$ cat src/rtl/spi_pkt_pkg.sv
package spi_pkt_pkg;
  localparam int unsigned DEV_W       = 4;
  localparam int unsigned MAX_DEV     = 11;
  localparam int unsigned REG_W       = 8;
  localparam int unsigned WORD_W      = 16;
  localparam int unsigned CNT_W       = 8;
  localparam int unsigned HDR_W       = 8 + REG_W + WORD_W;
  localparam int unsigned WR_BITS     = HDR_W;
  localparam int unsigned RD_HDR_BITS = 8 + REG_W + CNT_W;
  localparam int unsigned MAX_BITS    = RD_HDR_BITS + WORD_W * ((1 << CNT_W) - 1);
  localparam int unsigned BITS_W      = $clog2(MAX_BITS + 1);

  typedef enum logic [1:0] {
    ST_IDLE,
    ST_LEAD,
    ST_SHIFT,
    ST_TRAIL
  } pkt_state_e;
endpackage

$ cat src/rtl/spi_sck_tick.sv
module spi_sck_tick #(
  parameter int unsigned HALF = 4
) (
  input  logic clk_i,
  input  logic rst_ni,
  input  logic en_i,
  output logic tick_o
);
  localparam int unsigned CW = (HALF > 1) ? $clog2(HALF) : 1;

  logic [CW-1:0] cnt_q;

  assign tick_o = en_i && (cnt_q == CW'(HALF - 1));

  always_ff @(posedge clk_i or negedge rst_ni) begin
    if (!rst_ni) cnt_q <= '0;
    else if (!en_i || tick_o) cnt_q <= '0;
    else cnt_q <= cnt_q + 1'b1;
  end

  generate
    if (HALF > 1) begin : g_gap
      p_tick_gap_r6: assert property (@(posedge clk_i) disable iff (!rst_ni)
        tick_o |=> !tick_o);
    end
  endgenerate
endmodule

$ cat src/rtl/spi_pkt_frame.sv
module spi_pkt_frame
  import spi_pkt_pkg::*;
(
  input  logic [DEV_W-1:0]  dev_i,
  input  logic              write_i,
  input  logic [REG_W-1:0]  reg_i,
  input  logic [WORD_W-1:0] wdata_i,
  input  logic [CNT_W-1:0]  count_i,
  output logic              ok_o,
  output logic [HDR_W-1:0]  hdr_o,
  output logic [BITS_W-1:0] nbits_o
);
  logic [7:0] ctrl;

  always_comb begin
    ctrl    = {write_i, 3'b000, dev_i};
    ok_o    = (dev_i <= DEV_W'(MAX_DEV)) && (write_i || (count_i != '0));
    if (write_i) begin
      hdr_o   = {ctrl, reg_i, wdata_i};
      nbits_o = BITS_W'(WR_BITS);
    end else begin
      hdr_o   = {ctrl, reg_i, count_i, {(HDR_W - RD_HDR_BITS){1'b0}}};
      nbits_o = BITS_W'(RD_HDR_BITS) + (BITS_W'(count_i) << $clog2(WORD_W));
    end
  end
endmodule

$ cat src/rtl/spi_pkt_rx.sv
module spi_pkt_rx
  import spi_pkt_pkg::*;
(
  input  logic              clk_i,
  input  logic              rst_ni,
  input  logic              sample_i,
  input  logic              word_end_i,
  input  logic              miso_i,
  output logic              valid_o,
  output logic [WORD_W-1:0] data_o
);
  logic [WORD_W-2:0] sr_q;

  always_ff @(posedge clk_i or negedge rst_ni) begin
    if (!rst_ni) begin
      sr_q    <= '0;
      valid_o <= 1'b0;
      data_o  <= '0;
    end else begin
      valid_o <= 1'b0;
      if (sample_i) begin
        sr_q <= {sr_q[WORD_W-3:0], miso_i};
        if (word_end_i) begin
          valid_o <= 1'b1;
          data_o  <= {sr_q, miso_i};
        end
      end
    end
  end
endmodule

$ cat src/rtl/spi_pkt_host.sv
module spi_pkt_host
  import spi_pkt_pkg::*;
#(
  parameter int unsigned CLK_HZ = 200_000_000,
  parameter int unsigned SCK_HZ = 1_000_000
) (
  input  logic              clk_i,
  input  logic              rst_ni,
  input  logic              req_valid_i,
  output logic              req_ready_o,
  input  logic [DEV_W-1:0]  req_dev_i,
  input  logic              req_write_i,
  input  logic [REG_W-1:0]  req_reg_i,
  input  logic [WORD_W-1:0] req_wdata_i,
  input  logic [CNT_W-1:0]  req_count_i,
  output logic              rd_valid_o,
  output logic [WORD_W-1:0] rd_data_o,
  output logic              done_o,
  output logic              err_o,
  output logic              sck_o,
  output logic              cs_no,
  output logic              mosi_o,
  input  logic              miso_i
);
  localparam int unsigned HALF_RAW = CLK_HZ / (2 * SCK_HZ);
  localparam int unsigned HALF     = (HALF_RAW < 1) ? 1 : HALF_RAW;

  pkt_state_e        state_q;
  logic [HDR_W-1:0]  tx_q;
  logic [BITS_W-1:0] nbits_q, bit_q;
  logic              rd_q, sck_q, cs_q, done_q, err_q;

  logic              frm_ok;
  logic [HDR_W-1:0]  frm_hdr;
  logic [BITS_W-1:0] frm_bits;
  logic              tick, rise, sample, word_end;
  logic [3:0]        word_pos;

  spi_pkt_frame u_frame (
    .dev_i   (req_dev_i),
    .write_i (req_write_i),
    .reg_i   (req_reg_i),
    .wdata_i (req_wdata_i),
    .count_i (req_count_i),
    .ok_o    (frm_ok),
    .hdr_o   (frm_hdr),
    .nbits_o (frm_bits)
  );

  spi_sck_tick #(.HALF(HALF)) u_tick (
    .clk_i  (clk_i),
    .rst_ni (rst_ni),
    .en_i   (state_q != ST_IDLE),
    .tick_o (tick)
  );

  // rising edge of sck: first one leaves LEAD, later ones come from SHIFT with sck low
  assign rise     = tick && ((state_q == ST_LEAD) || (state_q == ST_SHIFT && !sck_q));
  assign word_pos = bit_q[3:0] - 4'(RD_HDR_BITS % WORD_W);
  assign word_end = (word_pos == 4'(WORD_W - 1));
  assign sample   = rise && rd_q && (bit_q >= BITS_W'(RD_HDR_BITS));

  spi_pkt_rx u_rx (
    .clk_i      (clk_i),
    .rst_ni     (rst_ni),
    .sample_i   (sample),
    .word_end_i (word_end),
    .miso_i     (miso_i),
    .valid_o    (rd_valid_o),
    .data_o     (rd_data_o)
  );

  always_ff @(posedge clk_i or negedge rst_ni) begin
    if (!rst_ni) begin
      state_q <= ST_IDLE;
      tx_q    <= '0;
      nbits_q <= '0;
      bit_q   <= '0;
      rd_q    <= 1'b0;
      sck_q   <= 1'b0;
      cs_q    <= 1'b1;
      done_q  <= 1'b0;
      err_q   <= 1'b0;
    end else begin
      done_q <= 1'b0;
      err_q  <= 1'b0;
      unique case (state_q)
        ST_IDLE: begin
          if (req_valid_i) begin
            if (!frm_ok) begin
              err_q <= 1'b1;
            end else begin
              tx_q    <= frm_hdr;
              nbits_q <= frm_bits;
              rd_q    <= !req_write_i;
              bit_q   <= '0;
              cs_q    <= 1'b0;
              state_q <= ST_LEAD;
            end
          end
        end
        ST_LEAD: begin
          if (tick) begin
            sck_q   <= 1'b1;
            state_q <= ST_SHIFT;
          end
        end
        ST_SHIFT: begin
          if (tick) begin
            if (!sck_q) begin
              sck_q <= 1'b1;
            end else begin
              sck_q <= 1'b0;
              tx_q  <= {tx_q[HDR_W-2:0], 1'b0};
              bit_q <= bit_q + 1'b1;
              if (bit_q == nbits_q - 1'b1) state_q <= ST_TRAIL;
            end
          end
        end
        ST_TRAIL: begin
          if (tick) begin
            cs_q    <= 1'b1;
            done_q  <= 1'b1;
            state_q <= ST_IDLE;
          end
        end
        default: state_q <= ST_IDLE;
      endcase
    end
  end

  assign req_ready_o = (state_q == ST_IDLE);
  assign sck_o       = sck_q;
  assign cs_no       = cs_q;
  assign mosi_o      = tx_q[HDR_W-1];
  assign done_o      = done_q;
  assign err_o       = err_q;

  p_sck_idle_low_r5: assert property (@(posedge clk_i) disable iff (!rst_ni)
    cs_no |-> !sck_o);
  p_mosi_hold_high_r5: assert property (@(posedge clk_i) disable iff (!rst_ni)
    (sck_o && $past(sck_o)) |-> $stable(mosi_o));
  p_rd_in_pkt_r4: assert property (@(posedge clk_i) disable iff (!rst_ni)
    rd_valid_o |-> !cs_no);
  p_done_pulse_r8: assert property (@(posedge clk_i) disable iff (!rst_ni)
    done_o |-> (cs_no && req_ready_o) ##1 !done_o);
  p_err_no_bus_r9: assert property (@(posedge clk_i) disable iff (!rst_ni)
    err_o |-> (cs_no && !sck_o));
  p_busy_blocks_r11: assert property (@(posedge clk_i) disable iff (!rst_ni)
    !cs_no |-> !req_ready_o);
  p_cs_held_r7: assert property (@(posedge clk_i) disable iff (!rst_ni)
    (!cs_no && !done_o && $past(!cs_no) && !$past(done_o) && sck_o) |=> !cs_no);
endmodule

$ cat config.mk
export PLATFORM = sky130hd
export DESIGN_NAME = spi_pkt_host
export DESIGN_NICKNAME = d
export VERILOG_FILES = /design/src/rtl/spi_pkt_pkg.sv /design/src/rtl/spi_sck_tick.sv /design/src/rtl/spi_pkt_frame.sv /design/src/rtl/spi_pkt_rx.sv /design/src/rtl/spi_pkt_host.sv
export SDC_FILE = /design/constraint.sdc
export NUM_CORES = 1
export LEC_CHECK = 0
export BUFFER_PORTS_ARGS = -buffer_cell sky130_fd_sc_hd__buf_2
export CORE_ASPECT_RATIO = 0.6
export CORE_MARGIN = 2
export CORE_UTILIZATION = 33
export CTS_CLUSTER_SIZE = 28
export DETAILED_ROUTE_END_ITERATION = 12
export GPL_TIMING_DRIVEN = 0
export PLACE_DENSITY = 0.58
export SLEW_MARGIN = 15
export SYNTH_ARGS = -nofsm -noshare
export SYNTH_HDL_FRONTEND = slang
export SYNTH_SLANG_ARGS = --single-unit
$ cat constraint.sdc
create_clock -name clk_i -period 2.9 [get_ports clk_i]
set_input_delay 0.29 -clock clk_i [delete_from_list [all_inputs] [get_ports clk_i]]
set_output_delay 0.29 -clock clk_i [all_outputs]
set_load 0.02 [all_outputs]
==> results.toml, run 1 <==
[yosys]
synth_enable_flop_cells = 0
synth_area_per_cell_um2 = 10.3
synth_cells = 489
synth_seq_cells = 100
synthArstFlopShare = 1.00
ys_types = 56
synth_fp_nets = 540
syn-cell-area_um2 = 5050
ys_dominant_reg_cell = "dfrtp_1"
ys_seq_area_frac = 0.496
synth_warnings = 0

[critical_path]
endpoint_kind = "flip-flop"
crit_fanout = 9
required_ns = 3.13
ff2ff_path_depth = 10
path_class = "reg2reg"
cp-start-kind = "flip-flop"
cp.arrival_ns = 2.90

[clocking]
cts_max_path_buffers = 2
cts_tree = "done"
root_buffer = "clkbuf_16"
cts.sinks = 100
htree_levels = 3
cts_buffers = 9
path_clk_slew_ns = 0.07
insertion_delay_ns = 0.34

[global_routing]
grt_pass1_vias = 3902
grt_first_pass_wirelength_mm = 19.8
antenna_found_initial = 0
grt_max_degree = 83
grt_overflow = 0
gr-usage-all-layers = 0.152

[sta]
period_needed_ns = 2.67
fmax_mhz = 374
finalSetupViolations = 0
slew_violations = 0
fin_worst_skew_ns = 0.00645
slew-limit-headroom = 0.316
hold_viol = 0
worstMarginPinSlew_ns = 1.02
final.period_utilization = 0.921
layout_setup_ws_ns = 0.229

[drt]
dr_wl_met3_um = 599
vias_per_cell = 5.02
avgRoutedWirePerCell_um = 15.4
postRouteAntennaNets = 0
routed.top_layer = "met4"
first_pass_iters = 5
routed_wl_mm = 11.8
wl_met1_mm = 5.95
vias = 3862
routed-wl-met2_mm = 5.20
drt_iter0_drc = 338
drc = 0

[floorplan]
start_util = 0.343
fp-row-count = 34
fp.coreArea_um2 = 14700
dieArea_um2 = 16300
dieWidth_um = 164
pin_count = 64
die_h_um = 99.8

[power]
p_clk_frac = 0.265
power.total_w = 0.00476
p_leak_nw = 2.78
comb_power_share = 0.340
p_sw_w = 0.00175
ir_worst_vdd_uv = 355
p_seq_frac = 0.395
p_sw_frac = 0.367
powerDensity_nw_per_um2 = 789
p_int_w = 0.00301

[place]
placed_cell_area_um2 = 5640
port_buffers = 63
dp_hpwl_mm = 8.60
dp_slack_ns = -0.137
place.gp.congestion = 0.858

[final_layout]
nNetsFinal = 618
area_delta_synth_final_pct = 19.6
final_area_um2 = 6040
final_layout_size_suffix_gt1_frac = 0.226
final_cell_mix = "dfrtp_1, buf_2, nand2_1"
fill_cells = 1460
layout_commonest_cell = "dfrtp_1"
antennaDiodeCount = 0

[hold_path]
hold_path_class = "in2reg"
worstHoldPathCells = 3

[run]
maxCapViolations = 0

[run_status]
outcome = "completed"
==> synthesized netlist by cell type, drive strengths merged, types with 3 or more instances <==
master / instances / area (µm²)
xor2: 8 / 70.1
nor2: 40 / 153
nor4b: 6 / 86.3
nand4: 3 / 18.8
nor3b: 3 / 38.8
mux2: 33 / 372
nor4: 9 / 77.6
dfrtp: 99 / 2480
a22oi: 7 / 52.6
clkbuf: 22 / 83.8
and2: 3 / 18.8
inv: 15 / 56.3
buf: 9 / 56.3
o21ai: 43 / 215
a21oi: 18 / 90.1
ha: 10 / 125
o31ai: 8 / 60.1
mux2i: 20 / 200
and3: 3 / 18.8
nor3: 8 / 40.0
nand3: 16 / 80.1
nand2: 56 / 210
xnor2: 26 / 228
==> logic make-up after synthesis <==
kind of cell,after synthesis,synth area share
buf+inv,46,0.0389
flops,100,0.496
xor+xnor,34,0.0590
simple gates,154,0.157
compound gates,92,0.111
mux,53,0.113
fa+ha+maj,10,0.0248
==> timing repair <==
item / 4_1_cts / 5_1_grt
resized for setup: 1 / 6
setup endpoints to repair: 23 / 31
hold endpoints to repair: 18 / 0
cloned: 0 / 0
buffers inserted: 2 / 2
hold buffers: 1 / 0
pin swaps: 1 / 1
==> per-layer routing <==
metal | vias to the layer above | track usage
li1 | 1859 | -
met1 | 1922 | 0.222
met2 | 73 | 0.227
met5 | - | 0
met4 | 0 | 0.0250
met3 | 8 | 0.0426
==> metrics by stage <==
| stage | TNS, ns | util | cells | hold WS [ns] |
|---|---|---|---|---|
| 6_report | 0 | 0.410 | 770 | 0.192 |
| 5_1_grt | -0.00134 | 0.410 | 770 | 0.196 |
| 4_1_cts | 0 | 0.407 | 769 | 0.185 |
| 3_5_place_dp | -2.25 | 0.383 | 751 | 0.139 |
| 3_3_place_gp | -0.963 | 0.381 | 750 | 0.457 |
| 2_1_floorplan | 0 | - | 489 | -0.00559 |
==> power by group through the flow <==
stage	Clock [W]	Sequential [W]	Combinational, W
CTS	0.00131	0.00188	0.00159
global placement	0	0.00188	0.00149
finish	0.00126	0.00188	0.00162
detailed placement	0	0.00190	0.00157
global route	0.00137	0.00192	0.00184
floorplan	0	0.00184	0.00116
==> path summary, 6_finish.rpt <==
| path | from | to | slack, ns |
|---|---|---|---|
| max | nbits_q[3] | state_q[1] | 0.23 |
| min | req_wdata_i[0] | tx_q[0] | 0.19 |
| max reg2reg | nbits_q[3] | state_q[1] | 0.23 |
| min reg2reg | tx_q[17] | tx_q[17] | 0.48 |
| max in group asynchronous | rst_ni | nbits_q[10] | 1.88 |
| min in group asynchronous | rst_ni | u_rx.data_o[4] | 0.34 |
==> cell type report <==
type | count | area [µm²] | share of cell area
sequential | 100 | 2500 | 0.415
tap | 198 | 248 | 0.0410
clock inverter | 7 | 91.3 | 0.0151
clock buffer | 9 | 225 | 0.0373
buffer | 29 | 133 | 0.0220
multi-input combinational | 343 | 2390 | 0.396
timing repair buffer | 69 | 389 | 0.0644
inverter | 15 | 56.3 | 0.00932
==> flip-flops by register name (all words and copies together), names as in the netlist <==
register,count
tx_q,32
err_o,1
nbits_q,10
cs_no,1
u_rx.sr_q,15
u_rx.data_o,16
u_tick.cnt_q,7
done_o,1
bit_q,13
sck_o,1
u_rx.valid_o,1
state_q,2
==> critical path, cell delays in order (launching register included) <==
cell and delay [ns]:
dfrtp_1 0.36, clkbuf_1 0.23, inv_1 0.11, ha_2 0.29, nor4b_4 0.35, buf_4 0.18, xnor2_1 0.13, a31oi_1 0.11
a211oi_1 0.24, o221a_2 0.24, mux2_1 0.31
Power figures use the tool's default switching activity.
==> run 2, diff against run 1 <==
--- a/config.mk
+++ b/config.mk
@@ -13,6 +13,7 @@
 export DETAILED_ROUTE_END_ITERATION = 12
 export GPL_TIMING_DRIVEN = 0
 export PLACE_DENSITY = 0.58
+export REMOVE_ABC_BUFFERS = 1
 export SLEW_MARGIN = 15
 export SYNTH_ARGS = -nofsm -noshare
 export SYNTH_HDL_FRONTEND = slang
==> results.toml, run 2 (same netlist as run 1, synthesis figures left out) <==
[sta]
slew_violations = 0
finalSetupTns_ns = 0
whs_ns = 0.183
slew-limit-headroom = 0.500
final.period_utilization = 0.932
rsz0062_at_grt = "no"
layout_setup_ws_ns = 0.198
period_needed_ns = 2.70
fin_worst_skew_ns = 0.00860
finalSetupViolations = 0
hold_viol = 0
worstMarginPinSlew_ns = 0.748
fmax_mhz = 370

[global_routing]
antenna_found_initial = 0
grt_pass1_vias = 3614
grt_first_pass_wirelength_mm = 18.7
grt_max_degree = 84
gr-usage-all-layers = 0.144
grt_overflow = 0

[drt]
drt_iter0_drc = 179
routed_wl_mm = 11.0
vias_per_cell = 4.96
first_pass_iters = 4
drc = 0
vias = 3691
postRouteAntennaNets = 0
avgRoutedWirePerCell_um = 14.8

[final_layout]
layout_commonest_cell = "dfrtp_1"
antennaDiodeCount = 0
final_area_um2 = 5930
nNetsFinal = 592
largest_reg_flops = 32
largest_register = "tx_q"
top_regs = "tx_q: 32 flops, u_rx.data_o: 16 flops, u_rx.sr_q: 15 flops"
final_cell_mix = "dfrtp_1, buf_2, nand2_1"
final_cells = 744
fill_cells = 1500
final_layout_size_suffix_gt1_frac = 0.225
area_delta_synth_final_pct = 17.5

[floorplan]
fp-row-count = 34
pin_count = 64
start_util = 0.343
fp.coreArea_um2 = 14700
dieArea_um2 = 16300
die_h_um = 99.8
dieWidth_um = 164

[power]
p_leak_nw = 2.72
ir_worst_vdd_uv = 358
powerDensity_nw_per_um2 = 775

[critical_path]
cp-start-kind = "flip-flop"
required_ns = 3.13
crit_fanout = 9
endpoint_kind = "flip-flop"
cp.arrival_ns = 2.93
path_class = "reg2reg"

[place]
dp_hpwl_mm = 7.91
placed_cell_area_um2 = 5580
port_buffers = 63
place.gp.congestion = 0.815
dp_cells = 723
dp_slack_ns = -0.756

[clocking]
cts.sinks = 100
cts_buffers = 9
insertion_delay_ns = 0.35
root_buffer = "clkbuf_16"
htree_levels = 3
path_clk_slew_ns = 0.07
cts_max_path_buffers = 2
cts_tree = "done"

[hold_path]
hold_path_class = "in2reg"

[run]
maxCapViolations = 0

[run_status]
outcome = "completed"
[run 2: cell types whose count changed in the layout (fill, tap and decap cells not counted), moves of 3 or more]
cell,previous run,this run
buf_1,3,0
buf_2,65,62
buf_12,0,3
clkbuf_1,19,0
[run 2: worst max-delay path, stage by stage, from the launching register on]
cell	delay, ns
dfrtp_1	0.49
inv_1	0.09
ha_1	0.34
nor4b_4	0.40
nor4b_1	0.28
o32ai_1	0.14
a211oi_1	0.26
o221a_2	0.26
mux2_1	0.32
[run 2: cell type report]
cell class              instances  area, µm²  area share
clock buffers                  10        239      0.0403
repair buffers                 72        453      0.0764
well taps                     198        248      0.0418
clock inverters                 6       55.1     0.00928
multi-input cells             343       2380       0.401
flip-flops and latches        100       2500       0.422
inverters                      15       56.3     0.00949
[run 2: through the flow]
| stage | total power, W | util |
|---|---|---|
| floorplan | 0.00294 | - |
| global placement | 0.00328 | 0.372 |
| detailed placement | 0.00341 | 0.379 |
| CTS | 0.00463 | 0.401 |
| global route | 0.00493 | 0.403 |
| finish | 0.00460 | 0.403 |
[run 2: final timing paths]
check,startpoint,to,slack [ns],depth (start not counted)
worst max-delay path,nbits_q[3],state_q[1],0.20,8
worst min-delay path,req_wdata_i[0],tx_q[0],0.18,3
worst max register to register,nbits_q[3],state_q[1],0.20,8
worst min register to register,u_rx.data_o[14],u_rx.data_o[14],0.48,1
max in group asynchronous,rst_ni,u_rx.data_o[7],1.89,3
min in group asynchronous,rst_ni,done_o,0.35,2
[run 2: routing by layer]
metal	vias to the layer above	wire, µm	global-route usage
met1	1792	5820	0.218
met5	-	0	0
met3	10	618	0.0442
li1	1816	-	-
met4	0	74	0.0331
met2	73	4520	0.200
[run 2: timing repair]
action,CTS,global route
setup endpoints to repair,16,8
resized for setup,1,1
hold buffers,1,0
hold endpoints to repair,16,0
pin swaps,1,1
setup buffers,2,2
[run 2: power breakdown]
| part | leakage, nW | switching, W | internal (W) |
|---|---|---|---|
| registers | 1.34 | 0.000271 | 0.00167 |
| logic | 1.24 | 0.000835 | 0.000639 |
| clock network | 0.139 | 0.000563 | 0.000622 |
==> run 3, diff against run 2 <==
--- a/config.mk
+++ b/config.mk
@@ -12,7 +12,7 @@
 export CTS_CLUSTER_SIZE = 28
 export DETAILED_ROUTE_END_ITERATION = 12
 export GPL_TIMING_DRIVEN = 0
-export PLACE_DENSITY = 0.58
+export RECOVER_POWER = 50
 export REMOVE_ABC_BUFFERS = 1
 export SLEW_MARGIN = 15
 export SYNTH_ARGS = -nofsm -noshare
==> results.toml, run 3 (same netlist as run 1, synthesis figures left out) <==
[critical_path]
crit_fanout = 9
slowest_delay_ns = 0.50
crit_chain = "inv_1, ha_1, nor4b_4, nor4b_1, o32ai_1, a211oi_1, o221a_2, mux2_1"
r2r-end = "state_q[1]"
path_class = "reg2reg"
crit_end = "state_q[1]"
r2r_setup_slack_ns = 0.20
cp.arrival_ns = 2.94
cp.depth = 8
cp-start-kind = "flip-flop"
required_ns = 3.14
crit_buf_inv = 1
ff2ff_path_depth = 8
cp_top_family = "simple AND/OR/NAND/NOR gates"
r2r-start = "nbits_q[3]"
crit_slowest_cell = "dfrtp_1"
worstSetupStartpoint = "nbits_q[3]"
endpoint_kind = "flip-flop"

[final_layout]
antennaDiodeCount = 0
area_delta_synth_final_pct = 16.7
largest_reg_flops = 32
top_regs = "tx_q: 32 flops, u_rx.data_o: 16 flops, u_rx.sr_q: 15 flops"
final_area_um2 = 5890
fill_cells = 1484
nNetsFinal = 594
finish.utilization = 0.400
largest_register = "tx_q"
final_layout_size_suffix_gt1_frac = 0.204
final_cell_mix = "dfrtp_1, nand2_1, buf_2"
layout_commonest_cell = "dfrtp_1"

[run]
maxCapViolations = 1

[global_routing]
grt_max_degree = 71
gr-usage-all-layers = 0.145
grt_overflow = 0
grt_first_pass_wirelength_mm = 18.8
antenna_found_initial = 0
grt_pass1_vias = 3628

[drt]
vias = 3684
vias_per_cell = 4.94
routed.top_layer = "met4"
postRouteAntennaNets = 0
avgRoutedWirePerCell_um = 14.9
drt_iter0_drc = 231
dr_wl_met3_um = 675
first_pass_iters = 6
drc = 0
wl_met1_mm = 5.83
routed_wl_mm = 11.1
routed-wl-met2_mm = 4.49

[sta]
fin_worst_skew_ns = 0.0123
final.period_utilization = 0.931
whs_ns = 0.179
rsz0062_at_grt = "no"
period_needed_ns = 2.70
worstMarginPinSlew_ns = 1.79
slew_violations = 32
finalSetupViolations = 0
hold_viol = 0
slew-limit-headroom = -0.194
fmax_mhz = 370
finalSetupTns_ns = 0

[floorplan]
dieArea_um2 = 16300
start_util = 0.343
die_h_um = 99.8
fp.coreArea_um2 = 14700
dieWidth_um = 164
fp-row-count = 34
pin_count = 64

[power]
p_leak_nw = 2.66
ir_worst_vdd_uv = 393
powerDensity_nw_per_um2 = 773

[place]
port_buffers = 63
place.gp.congestion = 0.801
placed_cell_area_um2 = 5580
dp_hpwl_mm = 7.90

[clocking]
cts_buffers = 9
root_buffer = "clkbuf_16"
cts.sinks = 100
htree_levels = 3
cts_max_path_buffers = 2
insertion_delay_ns = 0.35
path_clk_slew_ns = 0.07
cts_tree = "done"

[run_status]
violations = "capacitance limit, slew limit"
outcome = "finished, violations left"

[hold_path]
hold_path_class = "in2reg"
==> run 3: worst min-delay path by stage <==
stage	start	end	slack, ns	depth (start not counted)
2_1_floorplan	rst_ni	bit_q[0]	-0.006	0
3_5_place_dp	rst_ni	done_o	0.20	1
5_1_grt	req_wdata_i[0]	tx_q[0]	0.17	3
6_report	req_wdata_i[0]	tx_q[0]	0.18	3
4_1_cts	req_wdata_i[0]	tx_q[0]	0.17	3
3_3_place_gp	tx_q[28]	tx_q[29]	0.46	2
==> run 3: metrics by stage <==
step                instances  total power, W  setup slack [ns]
floorplan                 458         0.00294            -0.763
global placement          719         0.00328             -1.98
detailed placement        723         0.00341            -0.785
CTS                       742         0.00459            0.0685
global route              746         0.00489            0.0151
finish                    746         0.00456             0.199
==> run 3: worst min-delay path, cell delays in order <==
cell	delay (ns)
buf_2	0.10
nand2_1	0.04
o21ai_0	0.06
==> run 3: final cells by class <==
cell class                 instances  area (µm²)  share of cell area
clock inverter                     6        47.5             0.00807
timing repair buffer              74         430              0.0731
tap                              198         248              0.0420
clock buffer                      10         229              0.0389
sequential                       100        2500               0.425
inverter                          15        56.3             0.00956
multi-input combinational        343        2380               0.403
==> run 3: where the power goes <==
group / switching (W) / total, W / internal, W / leakage (nW)
clock: 0.000559 / 0.00115 / 0.000591 / 0.127
combinational: 0.000834 / 0.00147 / 0.000634 / 1.19
sequential: 0.000270 / 0.00194 / 0.00167 / 1.34
total: 0.00166 / 0.00456 / 0.00289 / 2.66
==> run 3: repair_timing <==
item | 4_1_cts | 5_1_grt
gates cloned | 0 | 0
resized for setup | 1 | 1
endpoints found under the setup margin | 16 | 7
endpoints found under the hold margin | 29 | 0
hold buffers | 1 | 0
pin swaps | 1 | 1
setup buffers | 2 | 4
==> run 3: layer usage <==
| layer | vias to the layer above | global-route usage |
|---|---|---|
| met5 | - | 0 |
| met1 | 1780 | 0.225 |
| met3 | 8 | 0.0446 |
| met2 | 83 | 0.197 |
| li1 | 1813 | - |
| met4 | 0 | 0.0283 |
